--- config.mk ---
export PLATFORM = sky130hd
export DESIGN_NAME = rn_rename_unit
export DESIGN_NICKNAME = d
export VERILOG_FILES = /design/src/rtl/rn_pkg.sv /design/src/rtl/rn_map_table.sv /design/src/rtl/rn_free_pick.sv /design/src/rtl/rn_preg_status.sv /design/src/rtl/rn_rename_unit.sv
export SDC_FILE = /design/constraint.sdc
export NUM_CORES = 2
export LEC_CHECK = 0
export BUFFER_PORTS_ARGS = -buffer_cell sky130_fd_sc_hd__buf_2
export CORE_MARGIN = 2
export CORE_UTILIZATION = 32
export DETAILED_ROUTE_END_ITERATION = 8
export PLACE_DENSITY = 0.52
export SLEW_MARGIN = 30
export SYNTH_ARGS = -nofsm -noshare
export SYNTH_HDL_FRONTEND = slang
export SYNTH_SLANG_ARGS = --single-unit
--- constraint.sdc ---
create_clock -name clk -period 7.8 [get_ports clk]
set_clock_uncertainty 0.15 [all_clocks]
set_input_delay 2.34 -clock clk [delete_from_list [all_inputs] [get_ports clk]]
set_output_delay 2.34 -clock clk [all_outputs]
set_load 0.01 [all_outputs]
--- src/rtl/rn_pkg.sv ---
package rn_pkg;

  // Instruction class presented at rename
  typedef enum logic [1:0] {
    K_ALU   = 2'd0,
    K_MOVE  = 2'd1,
    K_CLEAR = 2'd2,
    K_RSVD  = 2'd3
  } ren_kind_e;

  // Life cycle of one physical register
  typedef enum logic [1:0] {
    PS_FREE  = 2'd0,
    PS_WAIT  = 2'd1,
    PS_VALID = 2'd2
  } preg_state_e;

endpackage

--- src/rtl/rn_map_table.sv ---
module rn_map_table #(
  parameter  int ARCH_N = 16,
  parameter  int PHYS_N = 64,
  localparam int AW     = $clog2(ARCH_N),
  localparam int TW     = $clog2(PHYS_N)
) (
  input  logic          clk,
  input  logic          rst,
  input  logic [AW-1:0] rd_a_idx,
  input  logic [AW-1:0] rd_b_idx,
  input  logic [AW-1:0] rd_d_idx,
  output logic [TW-1:0] rd_a_tag,
  output logic [TW-1:0] rd_b_tag,
  output logic [TW-1:0] rd_d_tag,
  input  logic          wr_en,
  input  logic [AW-1:0] wr_idx,
  input  logic [TW-1:0] wr_tag
);

  logic [TW-1:0] map_q [ARCH_N];

  // One write port, three asynchronous read ports; reads see the pre-update map
  always_ff @(posedge clk) begin
    if (rst) begin
      for (int i = 0; i < ARCH_N; i++) map_q[i] <= TW'(i);
    end else if (wr_en) begin
      map_q[wr_idx] <= wr_tag;
    end
  end

  assign rd_a_tag = map_q[rd_a_idx];
  assign rd_b_tag = map_q[rd_b_idx];
  assign rd_d_tag = map_q[rd_d_idx];

endmodule

--- src/rtl/rn_free_pick.sv ---
module rn_free_pick #(
  parameter  int PHYS_N = 64,
  localparam int TW     = $clog2(PHYS_N)
) (
  input  logic [PHYS_N-1:0] free_vec,
  output logic              found,
  output logic [TW-1:0]     idx
);

  // Lowest index wins: scan from the top so the last hit is the smallest
  always_comb begin
    found = 1'b0;
    idx   = '0;
    for (int i = PHYS_N - 1; i >= 0; i--) begin
      if (free_vec[i]) begin
        found = 1'b1;
        idx   = TW'(i);
      end
    end
  end

endmodule

--- src/rtl/rn_preg_status.sv ---
module rn_preg_status
  import rn_pkg::*;
#(
  parameter  int ARCH_N = 16,
  parameter  int PHYS_N = 64,
  parameter  int CNT_W  = 8,
  localparam int TW     = $clog2(PHYS_N)
) (
  input  logic              clk,
  input  logic              rst,
  input  logic              alloc_en,
  input  logic [TW-1:0]     alloc_tag,
  input  logic              ref_a_en,
  input  logic [TW-1:0]     ref_a_tag,
  input  logic              ref_b_en,
  input  logic [TW-1:0]     ref_b_tag,
  input  logic              ref_m_en,
  input  logic [TW-1:0]     ref_m_tag,
  input  logic              drop_c_en,
  input  logic [TW-1:0]     drop_c_tag,
  input  logic              drop_a_en,
  input  logic [TW-1:0]     drop_a_tag,
  input  logic              drop_b_en,
  input  logic [TW-1:0]     drop_b_tag,
  input  logic              wb_en,
  input  logic [TW-1:0]     wb_tag,
  output logic [PHYS_N-1:0] free_vec,
  output logic [PHYS_N-1:0] valid_vec
);

  for (genvar g = 0; g < PHYS_N; g++) begin : g_preg
    localparam logic [TW-1:0] ME = TW'(g);

    if (g == PHYS_N - 1) begin : g_zero
      // Shared zero register: permanently valid, never counted, never free
      assign free_vec[g]  = 1'b0;
      assign valid_vec[g] = 1'b1;
    end else begin : g_norm
      preg_state_e      st_q;
      logic [CNT_W-1:0] cnt_q;
      logic [CNT_W-1:0] up;
      logic [CNT_W-1:0] dn;
      logic [CNT_W-1:0] cnt_nx;

      always_comb begin
        up = CNT_W'(ref_a_en && (ref_a_tag == ME))
           + CNT_W'(ref_b_en && (ref_b_tag == ME))
           + CNT_W'(ref_m_en && (ref_m_tag == ME));
        dn = CNT_W'(drop_c_en && (drop_c_tag == ME))
           + CNT_W'(drop_a_en && (drop_a_tag == ME))
           + CNT_W'(drop_b_en && (drop_b_tag == ME));
        cnt_nx = cnt_q + up - dn;
      end

      always_ff @(posedge clk) begin
        if (rst) begin
          st_q  <= (g < ARCH_N) ? PS_VALID : PS_FREE;
          cnt_q <= (g < ARCH_N) ? CNT_W'(1) : '0;
        end else if (alloc_en && (alloc_tag == ME)) begin
          st_q  <= PS_WAIT;
          cnt_q <= CNT_W'(1);
        end else if (st_q != PS_FREE) begin
          cnt_q <= cnt_nx;
          if (cnt_nx == '0) begin
            st_q <= PS_FREE;
          end else if (wb_en && (wb_tag == ME) && (st_q == PS_WAIT)) begin
            st_q <= PS_VALID;
          end
        end
      end

      assign free_vec[g]  = (st_q == PS_FREE);
      assign valid_vec[g] = (st_q == PS_VALID);
    end
  end

endmodule

--- src/rtl/rn_rename_unit.sv ---
module rn_rename_unit
  import rn_pkg::*;
#(
  parameter  int ARCH_N = 16,
  parameter  int PHYS_N = 64,
  parameter  int CNT_W  = 8,
  localparam int AW     = $clog2(ARCH_N),
  localparam int TW     = $clog2(PHYS_N)
) (
  input  logic          clk,
  input  logic          rst,
  input  logic          ren_valid,
  input  logic [1:0]    ren_kind,
  input  logic [AW-1:0] ren_src_a,
  input  logic          ren_src_a_use,
  input  logic [AW-1:0] ren_src_b,
  input  logic          ren_src_b_use,
  input  logic [AW-1:0] ren_dst,
  input  logic          ren_dst_use,
  input  logic          wb_valid,
  input  logic [TW-1:0] wb_tag,
  input  logic          cm_valid,
  input  logic [TW-1:0] cm_tag,
  input  logic          done_valid,
  input  logic          done_a_use,
  input  logic [TW-1:0] done_a_tag,
  input  logic          done_b_use,
  input  logic [TW-1:0] done_b_tag,
  output logic          stall,
  output logic          out_valid,
  output logic [TW-1:0] out_src_a_tag,
  output logic [TW-1:0] out_src_b_tag,
  output logic [TW-1:0] out_dst_tag,
  output logic [TW-1:0] out_old_tag,
  output logic          out_ready
);

  localparam logic [TW-1:0] ZERO_TAG = TW'(PHYS_N - 1);

  ren_kind_e         kind;
  logic              is_alu, is_mv, is_clr;
  logic              need_alloc, fire, map_wr;
  logic [TW-1:0]     tag_a, tag_b, tag_old, new_tag;
  logic              pick_found;
  logic [TW-1:0]     pick_idx;
  logic [PHYS_N-1:0] free_vec, valid_vec;
  logic              a_rdy, b_rdy, all_rdy;

  assign kind   = ren_kind_e'(ren_kind);
  assign is_mv  = (kind == K_MOVE);
  assign is_clr = (kind == K_CLEAR);
  assign is_alu = !is_mv && !is_clr;

  assign need_alloc = ren_valid && is_alu && ren_dst_use;
  assign stall      = need_alloc && !pick_found;
  assign fire       = ren_valid && !stall;
  assign map_wr     = fire && (is_mv || is_clr || ren_dst_use);

  always_comb begin
    if (is_mv)       new_tag = tag_a;
    else if (is_clr) new_tag = ZERO_TAG;
    else             new_tag = pick_idx;
  end

  rn_map_table #(.ARCH_N(ARCH_N), .PHYS_N(PHYS_N)) map_i (
    .clk      (clk),
    .rst      (rst),
    .rd_a_idx (ren_src_a),
    .rd_b_idx (ren_src_b),
    .rd_d_idx (ren_dst),
    .rd_a_tag (tag_a),
    .rd_b_tag (tag_b),
    .rd_d_tag (tag_old),
    .wr_en    (map_wr),
    .wr_idx   (ren_dst),
    .wr_tag   (new_tag)
  );

  rn_free_pick #(.PHYS_N(PHYS_N)) pick_i (
    .free_vec (free_vec),
    .found    (pick_found),
    .idx      (pick_idx)
  );

  rn_preg_status #(.ARCH_N(ARCH_N), .PHYS_N(PHYS_N), .CNT_W(CNT_W)) stat_i (
    .clk        (clk),
    .rst        (rst),
    .alloc_en   (need_alloc && pick_found),
    .alloc_tag  (pick_idx),
    .ref_a_en   (fire && is_alu && ren_src_a_use),
    .ref_a_tag  (tag_a),
    .ref_b_en   (fire && is_alu && ren_src_b_use),
    .ref_b_tag  (tag_b),
    .ref_m_en   (fire && is_mv),
    .ref_m_tag  (tag_a),
    .drop_c_en  (cm_valid),
    .drop_c_tag (cm_tag),
    .drop_a_en  (done_valid && done_a_use),
    .drop_a_tag (done_a_tag),
    .drop_b_en  (done_valid && done_b_use),
    .drop_b_tag (done_b_tag),
    .wb_en      (wb_valid),
    .wb_tag     (wb_tag),
    .free_vec   (free_vec),
    .valid_vec  (valid_vec)
  );

  // Readiness sees a writeback landing in this same cycle
  assign a_rdy   = valid_vec[tag_a] || (wb_valid && (wb_tag == tag_a));
  assign b_rdy   = valid_vec[tag_b] || (wb_valid && (wb_tag == tag_b));
  assign all_rdy = !is_alu ||
                   ((!ren_src_a_use || a_rdy) && (!ren_src_b_use || b_rdy));

  always_ff @(posedge clk) begin
    if (rst) begin
      out_valid     <= 1'b0;
      out_src_a_tag <= '0;
      out_src_b_tag <= '0;
      out_dst_tag   <= '0;
      out_old_tag   <= '0;
      out_ready     <= 1'b0;
    end else begin
      out_valid <= fire;
      if (fire) begin
        out_src_a_tag <= tag_a;
        out_src_b_tag <= tag_b;
        out_dst_tag   <= new_tag;
        out_old_tag   <= tag_old;
        out_ready     <= all_rdy;
      end
    end
  end

endmodule

==> impl_results.md <==
* Outcome: completed
* Cts-stage hold buffer count at 0
* Drt pass-1 iters at 5
* Root Driver: clkbuf_16
* Final period util at 98.58%
* Max-slew violations at 0
* RR Endpoint: stat_i.g_preg[2].g_norm.st_q[0]
* Die width at 445.6 um
* Io pins at 76
* Reg-to-reg setup timing slack at 730 ps
* DRT antenna net count at 0
* Clock input transition at the sequential cells of the worst setup and hold paths at 60 ps
* Clock Power Share at 21.2%
* Final setup viols at 0
* Sw Pwr at 11.14 mW
* CTS Sinks at 752
* Vias per cell at 5.344
* Top cells by area, synth: dfxtp_1 21%, ha_1 10%, fa_1 10%
* Seq/Total Area, Yosys at 25.67%
* Hold depth at 2
* Seq cells post-synth at 752
* Clock Latency Late Sink at 780 ps
* Switch share at 51.69%
* Rel. slew slack at 28.55%
* Htree depth at 3
* CP arrival at 8140 ps
* Mapped Nets at 8415
* Largest net degree at the start of global routing at 152
* Site Rows at 162
* FMAX at 0.1301 GHz
* Critical Path End: stat_i.g_preg[2].g_norm.st_q[0]
* Post-synthesis cell count at 7545
* Synth Cell Area at 62390 um^2
* Worst hold slack at 306.5 ps
* Critical path type: input port to flop
* VDD IR-drop max at 0.9899 mV
* Cell Int Power at 10.41 mW
* Worst EP required at 8250 ps
* Logic pwr share at 57.7%
* First-pass GRT wire length at 376900 um
* Most common cell in the synthesized netlist: inv_1
* Cell accounting for the most synthesized area: dfxtp_1
* Worst Reg-to-Reg Cells at 29
* Initial antenna violation count at 22
* Total GRT Usage at 25.63%
* Clk buf depth at 3
* Port Buffers at 75
* Number of DRC markers in iteration 0 at 5124
* Top FF cell, synth: dfxtp_1
* Measured slew at the worst slew-check pin at 1065 ps
* Total congestion overflow at 0
* Min-delay worst type: flop to flop
* Library cells used by synthesis at 100
* Drt drc at 0
* Post-synth EDFFs at 96
* Synth top area share at 21.05%
* CP max FO at 14
* Routed vias at 58.54k
* Leak at 30.83 nW
* Hpwl dp at 200400 um
* Vias in the first global route at 56.90k
* Initial Util at 32.10%
* Area Overhead vs Synth at 21.82%
* Final worst path period need at 7689 ps
* Pwr dens at 283.5 nW/um^2
* Final core occ at 39.10%
* Synthesis Warnings at 0
* Final wirelength at 259300 um
* Maxcap violations at 0
* CTS buffer count at 96
* Final #Nets at 9189
* CTS tree: done
* Asr flop ratio synth at 0%
* RSZ-0062 raised after global routing: true
* Area after DPL at 72030 um^2
* Routability Congestion at 1.069
* Crit. Startpoint: ren_src_b[1]
* Endpoints failing hold at 0
* Syn_area_per_cell at 8.269 um^2
* Startpoint Class: input port
* Layout cells sized above 1 at 18.42%
* Part of the power in registers at 21.1%
* Core box area at 194400 um^2
* Wire per inst at 23.67 um
* Die area at 198500 um^2
* CP endpoint kind: flop
* Synth top cells by count: 975 x inv_1, 960 x nor2_1, 669 x nand2_1, 656 x dfxtp_1, 513 x a21oi_1
* Design area at 76000 um^2
* RR Startpoint: stat_i.g_preg[57].g_norm.st_q[0]
* Die H at 445.6 um
## metrics by stage
stage / total power, mW / std cells / setup TNS [ps] / setup WS (ps)
after floorplan: 10.77 / 7545 / -17.75 / -17.75
after global placement: 16.40 / 10750 / -179130 / -1141
after detailed placement: 16.56 / 10750 / -200340 / -1133
after CTS: 21.19 / 10930 / 0 / 0.7230
after global routing: 22.27 / 10950 / -280.1 / -38.27
final: 21.55 / 10950 / 0 / 110.9
## placed cells by master, fill, tap and decap left out, types with 76 or more instances in the layout
cell         n
a211oi_1   166
a21oi_1    485
buf_4      888
clkbuf_16   99
dfxtp_1    656
edfxtp_1    96
fa_1       297
ha_1       506
inv_1      974
mux2i_1    155
mux4_2      77
nand2_1    654
nand2b_1    85
nand3_1     92
nor2_1     924
nor2b_1     94
o21ai_0    283
o21bai_1    97
o22ai_1     76
xnor2_1    286
xor2_1     117
## sequential cells by signal, indices dropped and copies added, names as in the netlist
register and cells:
out_dst_tag 6, out_src_a_tag 6, stat_i.g_preg.g_norm.st_q 126, out_src_b_tag 6, out_ready 1, out_old_tag 6, map_i.map_q 96, out_valid 1
stat_i.g_preg.g_norm.cnt_q 504
## power groups by stage
stage | Combinational [mW] | Clock, mW | Sequential, mW
2_1_floorplan | 6.22 | 0 | 4.55
3_3_place_gp | 11.8 | 0 | 4.61
3_5_place_dp | 11.9 | 0 | 4.63
4_1_cts | 12.0 | 4.67 | 4.54
5_1_grt | 12.9 | 4.81 | 4.59
6_report | 12.4 | 4.56 | 4.55
## layout make-up
| cell class | count | area [um^2] |
|---|---|---|
| Antenna cell | 11 | 27.53 |
| Clock buffer | 140 | 2831 |
| Clock inverter | 39 | 341.6 |
| Fill cell | 19660 | 118400 |
| Inverter | 977 | 3672 |
| Multi-Input combinational cell | 5489 | 42060 |
| Sequential cell | 752 | 16020 |
| Tap cell | 2542 | 3181 |
| Timing Repair Buffer | 1003 | 7874 |
## kinds of logic after synthesis
group                    Yosys count  share of synthesized area [%]
adder cells (fa/ha/maj)          821                          20.26
AO/OA/AOI/OAI                   1665                          17.39
buffers and inverters           1304                          8.204
flip-flops                       752                          25.67
XOR/XNOR                         405                          5.685
multiplexers                     276                          6.048
AND/OR/NAND/NOR                 2322                          16.74
## repair_timing
item | 4_1_cts | 5_1_grt
setup endpoints to repair | 47 | 182
cloned | 0 | 1
resized for setup | 8 | 181
setup buffers | 0 | 7
pin swaps | 0 | 32
## routing by layer
metal | GRT usage (%) | vias to the layer above | share of wire, %
li1 | - | 27280 | -
met1 | 32.92 | 28330 | 42
met2 | 40.21 | 2272 | 44
met3 | 5.059 | 646 | 7.9
met4 | 14.31 | 6 | 6.2
met5 | 0 | - | 0.019
## how the worst min path moves through the flow
stage                                       from                                 to  slack [ps]
6_report                        out_src_b_tag[4]                   out_src_b_tag[4]         310
5_1_grt        stat_i.g_preg[52].g_norm.cnt_q[1]  stat_i.g_preg[52].g_norm.cnt_q[1]         320
4_1_cts        stat_i.g_preg[28].g_norm.cnt_q[1]  stat_i.g_preg[28].g_norm.cnt_q[1]         310
3_5_place_dp   stat_i.g_preg[52].g_norm.cnt_q[1]  stat_i.g_preg[52].g_norm.cnt_q[1]         300
3_3_place_gp   stat_i.g_preg[52].g_norm.cnt_q[1]  stat_i.g_preg[52].g_norm.cnt_q[1]         290
2_1_floorplan  stat_i.g_preg[28].g_norm.cnt_q[1]  stat_i.g_preg[28].g_norm.cnt_q[1]         280
## critical path: stages
cell,delay [ps]
buf_2,100
buf_12,160
buf_8,140
mux4_2,560
a22oi_2,290
o221a_4,300
nand2_2,90
nor2_4,130
buf_4,140
nand2_1,160
nor2_1,150
ha_1,240
inv_1,80
fa_2,530
fa_1,570
inv_1,60
fa_1,440
inv_1,80
fa_1,180
inv_1,50
a21oi_1,140
o21bai_1,110
a21o_1,190
a21oi_1,180
xnor2_1,110
nor4_1,320
buf_4,190
o22ai_1,90
Note: power is estimated with default switching activity, not from simulation.
